[src/rtl/nib_uop_pkg.sv]
package nib_uop_pkg;

  typedef enum logic [1:0] {
    PH_LATCH  = 2'd0,
    PH_SELECT = 2'd1,
    PH_ADD    = 2'd2,
    PH_STORE  = 2'd3
  } phase_e;

  // Bit 0 of n_sel is the LSB of the packed word.
  typedef struct packed {
    logic       ld_stl;
    logic       ld_y;
    logic       ld_acc;
    logic       wr_key;
    logic       wr_acc;
    logic       tst_carry;
    logic       tst_ne;
    logic       cin;
    logic [4:0] p_sel;   // y, dam, ~dam, key, ram
    logic [4:0] n_sel;   // 15, acc, ~acc, key, ram
  } uop_t;

  typedef struct packed {
    logic       micro;
    uop_t       uop;
    logic       set_bit;
    logic       clr_bit;
    logic [1:0] bit_sel;
  } ctl_t;

endpackage

[src/rtl/nib_phase_seq.sv]
module nib_phase_seq
  import nib_uop_pkg::*;
(
  input  logic   clk,
  input  logic   rst_n,
  output phase_e phase
);
  phase_e phase_q, phase_d;

  always_comb begin
    unique case (phase_q)
      PH_LATCH:  phase_d = PH_SELECT;
      PH_SELECT: phase_d = PH_ADD;
      PH_ADD:    phase_d = PH_STORE;
      default:   phase_d = PH_LATCH;
    endcase
  end

  always_ff @(posedge clk or negedge rst_n) begin
    if (!rst_n) phase_q <= PH_LATCH;
    else        phase_q <= phase_d;
  end

  assign phase = phase_q;

  // one step per clock with wrap
  p_phase_step_r1: assert property (@(posedge clk) disable iff (!rst_n)
    1'b1 |=> (phase_q == phase_e'(2'($past(phase_q) + 2'd1))));
endmodule

[src/rtl/nib_or_sel.sv]
module nib_or_sel #(
  parameter int W    = 4,
  parameter int NSRC = 5
) (
  input  logic [NSRC-1:0]   en,
  input  logic [NSRC*W-1:0] src,
  output logic [W-1:0]      y
);
  logic [W-1:0] term [NSRC];

  for (genvar i = 0; i < NSRC; i++) begin : g_term
    assign term[i] = en[i] ? src[i*W +: W] : '0;
  end

  always_comb begin
    y = '0;
    for (int i = 0; i < NSRC; i++) y = y | term[i];
  end
endmodule

[src/rtl/nib_ram_wr.sv]
module nib_ram_wr
  import nib_uop_pkg::*;
#(
  parameter int W = 4
) (
  input  ctl_t         ctl,
  input  logic [W-1:0] acc,
  input  logic [W-1:0] key,
  input  logic [W-1:0] ram,
  output logic         we,
  output logic [W-1:0] wdata
);
  logic [W-1:0] mask;

  assign mask = W'(1) << ctl.bit_sel;

  always_comb begin
    we    = 1'b0;
    wdata = ram;
    if (ctl.micro) begin
      we = ctl.uop.wr_acc | ctl.uop.wr_key;
      if (ctl.uop.wr_key)      wdata = key;
      else if (ctl.uop.wr_acc) wdata = acc;
    end else begin
      we = ctl.set_bit | ctl.clr_bit;
      if (ctl.clr_bit)      wdata = ram & ~mask;
      else if (ctl.set_bit) wdata = ram | mask;
    end
  end
endmodule

[src/rtl/nib_uop_alu.sv]
module nib_uop_alu
  import nib_uop_pkg::*;
#(
  parameter int W  = 4,
  parameter int XW = 2
) (
  input  logic              clk,
  input  logic              rst_n,
  input  logic              is_micro,
  input  logic [17:0]       uop,
  input  logic              set_bit,
  input  logic              clr_bit,
  input  logic [1:0]        bit_sel,
  input  logic [W-1:0]      acc_in,
  input  logic [W-1:0]      y_in,
  input  logic [XW-1:0]     x_in,
  input  logic [W-1:0]      ram_rdata,
  input  logic [W-1:0]      key_in,
  input  logic [W-1:0]      dam_in,
  output logic [1:0]        phase,
  output logic [XW+W-1:0]   ram_addr,
  output logic              ram_we,
  output logic [W-1:0]      ram_wdata,
  output logic [W-1:0]      wb_data,
  output logic              acc_we,
  output logic              y_we,
  output logic              stl_we,
  output logic              status
);
  localparam int NSRC = 5;
  localparam int SW   = W + 1;

  // Reset: asynchronous assertion, synchronous release
  logic [1:0] rst_sync_q;
  logic       rst_core_n;
  always_ff @(posedge clk or negedge rst_n) begin
    if (!rst_n) rst_sync_q <= 2'b00;
    else        rst_sync_q <= {rst_sync_q[0], 1'b1};
  end
  assign rst_core_n = rst_sync_q[1];

  phase_e ph;
  nib_phase_seq u_seq (.clk(clk), .rst_n(rst_core_n), .phase(ph));
  assign phase = ph;

  // Snapshot registers (slot 0)
  ctl_t         ctl_q, ctl_d;
  logic [W-1:0] acc_q, y_q, ram_q, key_q, dam_q;
  logic [XW-1:0] x_q;
  logic         snap_en;

  assign snap_en = (ph == PH_LATCH);
  always_comb begin
    ctl_d.micro   = is_micro;
    ctl_d.uop     = uop_t'(uop);
    ctl_d.set_bit = set_bit;
    ctl_d.clr_bit = clr_bit;
    ctl_d.bit_sel = bit_sel;
  end

  always_ff @(posedge clk or negedge rst_core_n) begin
    if (!rst_core_n) begin
      ctl_q <= '0;
      acc_q <= '0; y_q <= '0; x_q <= '0;
      ram_q <= '0; key_q <= '0; dam_q <= '0;
    end else if (snap_en) begin
      ctl_q <= ctl_d;
      acc_q <= acc_in; y_q <= y_in; x_q <= x_in;
      ram_q <= ram_rdata; key_q <= key_in; dam_q <= dam_in;
    end
  end

  // Operand selection
  logic [W-1:0] n_sel_v, p_sel_v;
  nib_or_sel #(.W(W), .NSRC(NSRC)) u_nsel (
    .en (ctl_q.uop.n_sel),
    .src({ram_q, key_q, ~acc_q, acc_q, {W{1'b1}}}),
    .y  (n_sel_v)
  );
  nib_or_sel #(.W(W), .NSRC(NSRC)) u_psel (
    .en (ctl_q.uop.p_sel),
    .src({ram_q, key_q, ~dam_q, dam_q, y_q}),
    .y  (p_sel_v)
  );

  logic         ram_we_v;
  logic [W-1:0] ram_wdata_v;
  nib_ram_wr #(.W(W)) u_ramwr (
    .ctl(ctl_q), .acc(acc_q), .key(key_q), .ram(ram_q),
    .we(ram_we_v), .wdata(ram_wdata_v)
  );

  // Datapath next state
  logic [W-1:0]  n_q, n_d, p_q, p_d;
  logic          cin_q, cin_d;
  logic [SW-1:0] sum_q, sum_d, sum_v;
  logic          st_q, st_d;
  logic          rwe_q, rwe_d;
  logic [W-1:0]  rwd_q, rwd_d;
  logic          awe_q, awe_d, ywe_q, ywe_d, swe_q, swe_d;

  assign sum_v = SW'(p_q) + SW'(n_q) + SW'(cin_q);

  always_comb begin
    n_d = n_q; p_d = p_q; cin_d = cin_q;
    sum_d = sum_q; st_d = st_q;
    rwe_d = 1'b0; rwd_d = rwd_q;
    awe_d = 1'b0; ywe_d = 1'b0; swe_d = 1'b0;
    unique case (ph)
      PH_LATCH: begin
        n_d = '0; p_d = '0; cin_d = 1'b0; st_d = 1'b1;
      end
      PH_SELECT: begin
        if (ctl_q.micro) begin
          n_d   = n_sel_v;
          p_d   = p_sel_v;
          cin_d = ctl_q.uop.cin;
        end
      end
      PH_ADD: begin
        sum_d = sum_v;
        if (ctl_q.micro) begin
          if (ctl_q.uop.tst_ne && (n_q == p_q)) st_d = 1'b0;
          if (ctl_q.uop.tst_carry)              st_d = sum_v[W];
        end
        rwe_d = ram_we_v;
        rwd_d = ram_wdata_v;
      end
      default: begin
        awe_d = ctl_q.micro & ctl_q.uop.ld_acc;
        ywe_d = ctl_q.micro & ctl_q.uop.ld_y;
        swe_d = ctl_q.micro & ctl_q.uop.ld_stl;
      end
    endcase
  end

  always_ff @(posedge clk or negedge rst_core_n) begin
    if (!rst_core_n) begin
      n_q <= '0; p_q <= '0; cin_q <= 1'b0;
      sum_q <= '0; st_q <= 1'b1;
      rwe_q <= 1'b0; rwd_q <= '0;
      awe_q <= 1'b0; ywe_q <= 1'b0; swe_q <= 1'b0;
    end else begin
      n_q <= n_d; p_q <= p_d; cin_q <= cin_d;
      sum_q <= sum_d; st_q <= st_d;
      rwe_q <= rwe_d; rwd_q <= rwd_d;
      awe_q <= awe_d; ywe_q <= ywe_d; swe_q <= swe_d;
    end
  end

  assign ram_addr  = {x_q, y_q};
  assign ram_we    = rwe_q;
  assign ram_wdata = rwd_q;
  assign wb_data   = sum_q[W-1:0];
  assign acc_we    = awe_q;
  assign y_we      = ywe_q;
  assign stl_we    = swe_q;
  assign status    = st_q;

  // carry test sets status from the sum carry
  p_carry_status_r6: assert property (@(posedge clk) disable iff (!rst_core_n)
    (ph == PH_STORE && ctl_q.micro && ctl_q.uop.tst_carry) |-> (st_q == sum_q[W]));
  // equal operands under the not-equal test clear status
  p_ne_clear_r6: assert property (@(posedge clk) disable iff (!rst_core_n)
    (ph == PH_STORE && ctl_q.micro && ctl_q.uop.tst_ne && !ctl_q.uop.tst_carry
     && n_q == p_q) |-> !st_q);
  // status is 1 while operands are being formed
  p_status_default_r7: assert property (@(posedge clk) disable iff (!rst_core_n)
    (ph == PH_SELECT) |-> st_q);
  // RAM write only in the store slot
  p_ram_slot_r8: assert property (@(posedge clk) disable iff (!rst_core_n)
    rwe_q |-> (ph == PH_STORE));
  // write-back strobes only in slot 0
  p_wb_slot_r10: assert property (@(posedge clk) disable iff (!rst_core_n)
    (awe_q | ywe_q | swe_q) |-> (ph == PH_LATCH));
  // fixed-path instructions raise no write-back strobe
  p_fixed_quiet_r11: assert property (@(posedge clk) disable iff (!rst_core_n)
    (ph == PH_LATCH && !ctl_q.micro) |-> !(awe_q | ywe_q | swe_q));
endmodule

[config.mk]
export PLATFORM = sky130hd
export DESIGN_NAME = nib_uop_alu
export DESIGN_NICKNAME = d
export VERILOG_FILES = /design/src/rtl/nib_uop_pkg.sv /design/src/rtl/nib_phase_seq.sv /design/src/rtl/nib_or_sel.sv /design/src/rtl/nib_ram_wr.sv /design/src/rtl/nib_uop_alu.sv
export SDC_FILE = /design/constraint.sdc
export NUM_CORES = 1
export LEC_CHECK = 0
export BUFFER_PORTS_ARGS = -buffer_cell sky130_fd_sc_hd__buf_2
export CORE_AREA = 2 2 85 87
export DETAILED_ROUTE_END_ITERATION = 12
export DIE_AREA = 0 0 87 89
export HOLD_SLACK_MARGIN = 0.08
export PLACE_DENSITY = 0.85
export SYNTH_ARGS = -nofsm -noshare
export SYNTH_HDL_FRONTEND = slang
export SYNTH_SLANG_ARGS = --single-unit
[constraint.sdc]
create_clock -name clk -period 2.3 [get_ports clk]
set_clock_uncertainty 0.1 [all_clocks]
set_input_delay 0.69 -clock clk [delete_from_list [all_inputs] [get_ports clk]]
set_output_delay 0.69 -clock clk [all_outputs]
set_load 0.01 [all_outputs]
==> metrics.md, run 1 <==
| Metric | Value |
|---|---|
| Leakage | `1.847 nW` |
| Routed length per instance | `16.37 um` |
| Worst-Margin Slew | `0.6232 ns` |
| Root buffer cell | `clkbuf_8` |
| Arrival time at the worst endpoint | `2.24 ns` |
| Pwr dens | `709.5 mW/mm^2` |
| Ant. Diodes | `0` |
| Async SR Flop Fraction | `1.000` |
| Total power | `2.776 mW` |
| Synth warn | `0` |
| DP Worst Slack | `0.2374 ns` |
| Post-synthesis area per instance | `12.66 sq um` |
| Hold WC Path Type | `flop to asynchronous set/reset pin` |
| Syn Nets | `315` |
| RSZ-0062 raised after global routing | `false` |
| Met1 WL | `2.907 mm` |
| Slew HR | `0.5845` |
| Ys flop type | `dfrtp_1` |
| Fin util | `0.5823` |
| RR Startpoint | `n_q[0]` |
| Site Rows | `30` |
| Sequential cell area | `0.001779 sq mm` |
| Htree depth | `3` |
| First-pass GRT wire length | `11.07 mm` |
| Via count | `2276` |
| Worst skew pair latency | `0.35 ns` |
| I/O pins | `68` |
| CTS Buf Count | `9` |
| Met3 Routed Length | `398 um` |
| Critical path endpoint category | `flop` |
| CTS clk-pin slew, worst paths | `0.08 ns` |
| Share of cells above drive strength 1 | `0.4127` |
| Post-layout nets | `384` |
| Routability cong. | `0.8271` |
| Number of flops mapped to enable cells by yosys | `0` |
| Crit Path Class | `flop to flop` |
| DP Area | `0.003680 sq mm` |
| Multi-input logic area | `0.001378 sq mm` |
| Crit path time final | `2.068 ns` |
| Final cycle utilization of the critical path | `0.8992` |
| Final Max Slew Viols | `0` |
| Post-route cell area | `0.003913 sq mm` |
| Max-cap violations | `0` |
| Mapped cell area | `0.003266 sq mm` |
| Register bit count reported by yosys | `71` |
| CP required | `2.47 ns` |
| Cells after Synth | `258` |
| Status | `completed` |
| Vias in the first global route | `2361` |
| CORE AREA | `0.006719 sq mm` |
| Initial DRC count | `117` |
| Seq/Total Area, Yosys | `0.5444` |
| Post-Route WL | `6.746 mm` |
| Fillers | `563` |
| R2R setup slack | `0.23 ns` |
| WL met2 | `3.273 mm` |
| Vias per cell | `5.524` |
| Clock tree from TritonCTS | `done` |
| Largest net degree at the start of global routing | `32` |
| Gr ovfl total | `0` |
| Antenna viol nets, final | `0` |
| Die Ht | `89 um` |
| Final setup violation count | `0` |
| Die width | `87 um` |
| Die area | `0.007743 sq mm` |
| Worst Reg2Reg Path Length in Cells | `7` |
| Clock buffer depth | `2` |
| Sum Neg Setup Slack | `0 ns` |
| Post-synth cell types | `46` |
| Remaining routing DRC violations | `0` |
| Largest fanout on the critical path | `3` |
| Uppermost layer routed | `met4` |
| IO buf count | `67` |
| HPWL after DPL | `5.041 mm` |
| Commonest non-fill, non-tap cell in the layout | `dfrtp_1` |
| Clock Sinks | `71` |
| Starting Density | `0.4860` |
| Overall Global Routing Usage | `0.1881` |
| DR pass1 iterations | `4` |
| Fmax | `483.5 MHz` |
| Initial antenna violation count | `0` |
| Setup WS post-layout | `0.2319 ns` |
| R2R Path End | `status` |
| Maximum vdd drop | `380.9 uV` |
| Layout area overhead | `19.81%` |
| Cts repair resizes | `0` |
| Final Hold Viols | `0` |
| Worst setup SP type | `flop` |
| Most frequent cells in the layout | `dfrtp_1, buf_2, mux2_2, nand2_1, o21ai_0` |
area by class of cell:
cell class,instances,share of cell area
Inverter,10,0.009594
Clock inverter,5,0.02079
Sequential cell,71,0.4548
Multi-Input combinational cell,162,0.3521
Tap cell,80,0.02558
Timing Repair Buffer,73,0.1011
Clock buffer,11,0.03614
metal layers:
layer / track usage / vias to the layer above
met5: 0 / -
met4: 0.06818 / 0
met3: 0.06187 / 18
met2: 0.3151 / 65
met1: 0.2287 / 1112
li1: - / 1081
through the flow:
| stage | std cells | hold slack (ns) |
|---|---|---|
| final | 412 | 0.1643 |
| after global routing | 412 | 0.2270 |
| after CTS | 412 | 0.1869 |
| after detailed placement | 395 | 0.1915 |
| after global placement | 395 | 0.1801 |
| after floorplan | 258 | 0.2312 |
kinds of logic (layout without fill, tap and decap cells):
logic type,count (synthesis),count (layout),share of synthesized area
flip-flops,71,71,0.5444
AO/OA/AOI/OAI,57,57,0.1257
multiplexers,54,54,0.1828
AND/OR/NAND/NOR,39,39,0.06590
buffers and inverters,25,99,0.03448
adder cells (fa/ha/maj),10,10,0.04291
other,1,1,0.001148
XOR/XNOR,1,1,0.002682
critical path: stages (launching register included):
cell and delay, ns:
dfrtp_1 0.37, inv_1 0.07, fa_1 0.51, fa_1 0.44, nor2b_1 0.13, o21a_1 0.12, o2111ai_1 0.11, o211ai_1 0.15
sequential cells by signal, indices dropped and copies added (netlist names):
signal / count
acc_q: 4
acc_we: 1
cin_q: 1
ctl_q: 23
dam_q: 4
key_q: 4
n_q: 4
p_q: 4
ram_q: 4
ram_wdata: 4
ram_we: 1
rst_sync_q: 2
status: 1
stl_we: 1
sum_q: 4
u_seq.phase: 2
x_q: 2
y_q: 4
y_we: 1
synthesized netlist by cell type (2+ instances only):
| master | n | area (sq um) |
|---|---|---|
| a221oi_1 | 2 | 17.52 |
| a21o_1 | 4 | 30.03 |
| a21oi_1 | 6 | 30.03 |
| a222oi_1 | 2 | 20.02 |
| ha_1 | 8 | 100.1 |
| nor2b_1 | 7 | 43.79 |
| buf_2 | 11 | 55.05 |
| inv_1 | 10 | 37.54 |
| and3_1 | 3 | 18.77 |
| nand2_1 | 13 | 48.80 |
| o221ai_1 | 3 | 26.28 |
| nand3_1 | 3 | 15.01 |
| clkbuf_1 | 2 | 7.510 |
| a22oi_1 | 2 | 15.01 |
| o22ai_1 | 2 | 12.51 |
| and3b_1 | 2 | 17.52 |
| mux2i_1 | 9 | 90.09 |
| o21a_1 | 5 | 37.54 |
| o21ai_0 | 13 | 65.06 |
| fa_1 | 2 | 40.04 |
| a32o_1 | 4 | 40.04 |
| nor2_1 | 4 | 15.01 |
| a211oi_1 | 4 | 30.03 |
| mux2_2 | 45 | 506.7 |
| a41oi_1 | 2 | 17.52 |
| dfrtp_1 | 70 | 1752 |
power breakdown:
part | switching (mW) | internal, mW | total, mW
sequential | 0.0850 | 1.33 | 1.41
combinational | 0.119 | 0.145 | 0.265
clock | 0.459 | 0.640 | 1.10
timing repair:
item,CTS,global route
hold buffers,1,0
endpoints found under the setup margin,0,0
buffers inserted,0,0
endpoints found under the hold margin,2,0
worst max-delay path by stage:
stage	from	to	slack [ns]	depth (start not counted)
2_1_floorplan	rst_sync_q[1]	acc_q[0]	0.08	0
3_3_place_gp	n_q[0]	status	0.32	7
3_5_place_dp	n_q[0]	status	0.24	7
4_1_cts	n_q[0]	status	0.23	7
5_1_grt	n_q[0]	status	0.07	7
6_report	n_q[0]	status	0.23	7
No activity file was read; power rests on OpenSTA's default activity.
==> run 2, diff against run 1 <==
--- a/config.mk
+++ b/config.mk
@@ -5,12 +5,12 @@
 export SDC_FILE = /design/constraint.sdc
 export NUM_CORES = 1
 export LEC_CHECK = 0
-export BUFFER_PORTS_ARGS = -buffer_cell sky130_fd_sc_hd__buf_2
-export CORE_AREA = 2 2 85 87
+export CORE_AREA = 2 2 80 82
 export DETAILED_ROUTE_END_ITERATION = 12
-export DIE_AREA = 0 0 87 89
+export DIE_AREA = 0 0 82 84
+export DONT_BUFFER_PORTS = 1
 export HOLD_SLACK_MARGIN = 0.08
-export PLACE_DENSITY = 0.85
+export PLACE_DENSITY = 0.83
 export SYNTH_ARGS = -nofsm -noshare
 export SYNTH_HDL_FRONTEND = slang
 export SYNTH_SLANG_ARGS = --single-unit
==> metrics.md, run 2 (synthesized netlist as in run 1, its figures left out) <==
| Metric | Value |
|---|---|
| Via count | `2054` |
| Crit path time final | `2.063 ns` |
| Clock tree from TritonCTS | `done` |
| Setup WS post-layout | `0.2374 ns` |
| Ant. Diodes | `0` |
| Pwr dens | `756.1 mW/mm^2` |
| Share of cells above drive strength 1 | `0.2586` |
| IO buf count | `0` |
| Routability cong. | `0.8288` |
| Leakage | `1.569 nW` |
| Most frequent cells in the layout | `dfrtp_1, mux2_2, nand2_1, o21ai_0` |
| Site Rows | `29` |
| Inst Count DP | `324` |
| Worst-Margin Slew | `0.6369 ns` |
| Initial DRC count | `136` |
| Vias per cell | `6.041` |
| Critical path endpoint category | `flop` |
| Worst setup SP type | `flop` |
| Status | `completed` |
| Fmax | `484.8 MHz` |
| Post-Route WL | `6.376 mm` |
| Fillers | `498` |
| Crit Path Class | `flop to flop` |
| Routed length per instance | `18.75 um` |
| DP Worst Slack | `0.2469 ns` |
| Root buffer cell | `clkbuf_8` |
| Most flops, register | `ctl_q` |
| Antenna viol nets, final | `0` |
| Die Ht | `84 um` |
| Worst skew pair latency | `0.34 ns` |
| Remaining routing DRC violations | `0` |
| CTS clk-pin slew, worst paths | `0.07 ns` |
| Final Max Slew Viols | `0` |
| Clock buffer depth | `2` |
| DR pass1 iterations | `4` |
| Final cycle utilization of the critical path | `0.8968` |
| CP required | `2.46 ns` |
| Final setup violation count | `0` |
| Gr ovfl total | `0` |
| First-pass GRT wire length | `10.61 mm` |
| Die width | `82 um` |
| Largest fanout on the critical path | `3` |
| Initial antenna violation count | `0` |
| Vias in the first global route | `2118` |
| Htree depth | `3` |
| Maximum vdd drop | `373.3 uV` |
| Post-layout nets | `316` |
| Layout area overhead | `8.851%` |
| Slew HR | `0.5754` |
| Max-cap violations | `0` |
| Largest net degree at the start of global routing | `70` |
| Fin util | `0.5831` |
| Starting Density | `0.5357` |
| Die area | `0.006888 sq mm` |
| HPWL after DPL | `4.507 mm` |
| Max FFs per register | `23` |
| CORE AREA | `0.006096 sq mm` |
| RSZ-0062 raised after global routing | `false` |
| Sum Neg Setup Slack | `0 ns` |
| Final Hold Viols | `0` |
| Arrival time at the worst endpoint | `2.23 ns` |
| Hold WC Path Type | `flop to asynchronous set/reset pin` |
| I/O pins | `68` |
| CTS Buf Count | `9` |
| Final cell count without fillers | `340` |
| Commonest non-fill, non-tap cell in the layout | `dfrtp_1` |
| Overall Global Routing Usage | `0.2050` |
| Clock Sinks | `71` |
| WHS | `0.1725 ns` |
run 2: changes by cell type in the layout (fill, tap and decap cells not counted):
cell | previous run | this run
buf_4 | 4 | 3
clkinvlp_4 | 1 | 0
clkinv_4 | 1 | 0
buf_2 | 67 | 0
clkinv_2 | 1 | 2
run 2: where the power goes:
| part | total (mW) | internal, mW | switching, mW | leakage (nW) |
|---|---|---|---|---|
| clock network | 1.08 | 0.631 | 0.449 | 0.109 |
| logic | 0.185 | 0.0984 | 0.0871 | 0.619 |
| registers | 1.42 | 1.33 | 0.0947 | 0.841 |
| total | 2.69 | 2.06 | 0.631 | 1.57 |
run 2: worst paths after layout:
kind	start	to	slack, ns	cells after the start
hold reg to reg	rst_sync_q[1]	ctl_q[18]	0.17	1
max in group asynchronous	rst_n	rst_sync_q[1]	1.49	1
setup reg to reg	n_q[0]	status	0.24	7
hold / removal	rst_sync_q[1]	ctl_q[18]	0.17	1
min in group clk	rst_sync_q[0]	rst_sync_q[1]	0.26	0
setup / recovery	n_q[0]	status	0.24	7
run 2: what timing repair did:
action	in CTS	in global routing
endpoints found under the hold margin	2	0
setup buffers	0	0
hold buffers	1	0
gates resized for setup	0	0
run 2: layout make-up:
class	count	area [sq um]	share of cell area
Clock buffer	11	141.4	0.03977
Clock inverter	4	70.07	0.01971
Inverter	10	37.54	0.01056
Multi-Input combinational cell	162	1378	0.3875
Sequential cell	71	1779	0.5005
Tap cell	77	96.34	0.02710
Timing Repair Buffer	5	52.55	0.01478
run 2: worst max-delay path, cell delays in order (launching register included):
cell and delay (ns):
dfrtp_1 0.39, inv_1 0.08, fa_1 0.49, fa_1 0.43, nor2b_1 0.13, o21a_1 0.11
o2111ai_1 0.11, o211ai_1 0.15
run 2: routing by layer:
layer	up-vias	global-route usage	part of all wire
li1	939	-	-
met1	1047	0.2612	0.43
met2	60	0.3067	0.48
met3	8	0.08442	0.071
met4	0	0.08485	0.017
met5	-	0	0
run 2: through the flow:
stage	power [mW]	area, sq um
after floorplan	1.574	3266
final	2.688	3555
after CTS	2.707	3555
after global routing	2.806	3555
after detailed placement	1.633	3333
after global placement	1.622	3333
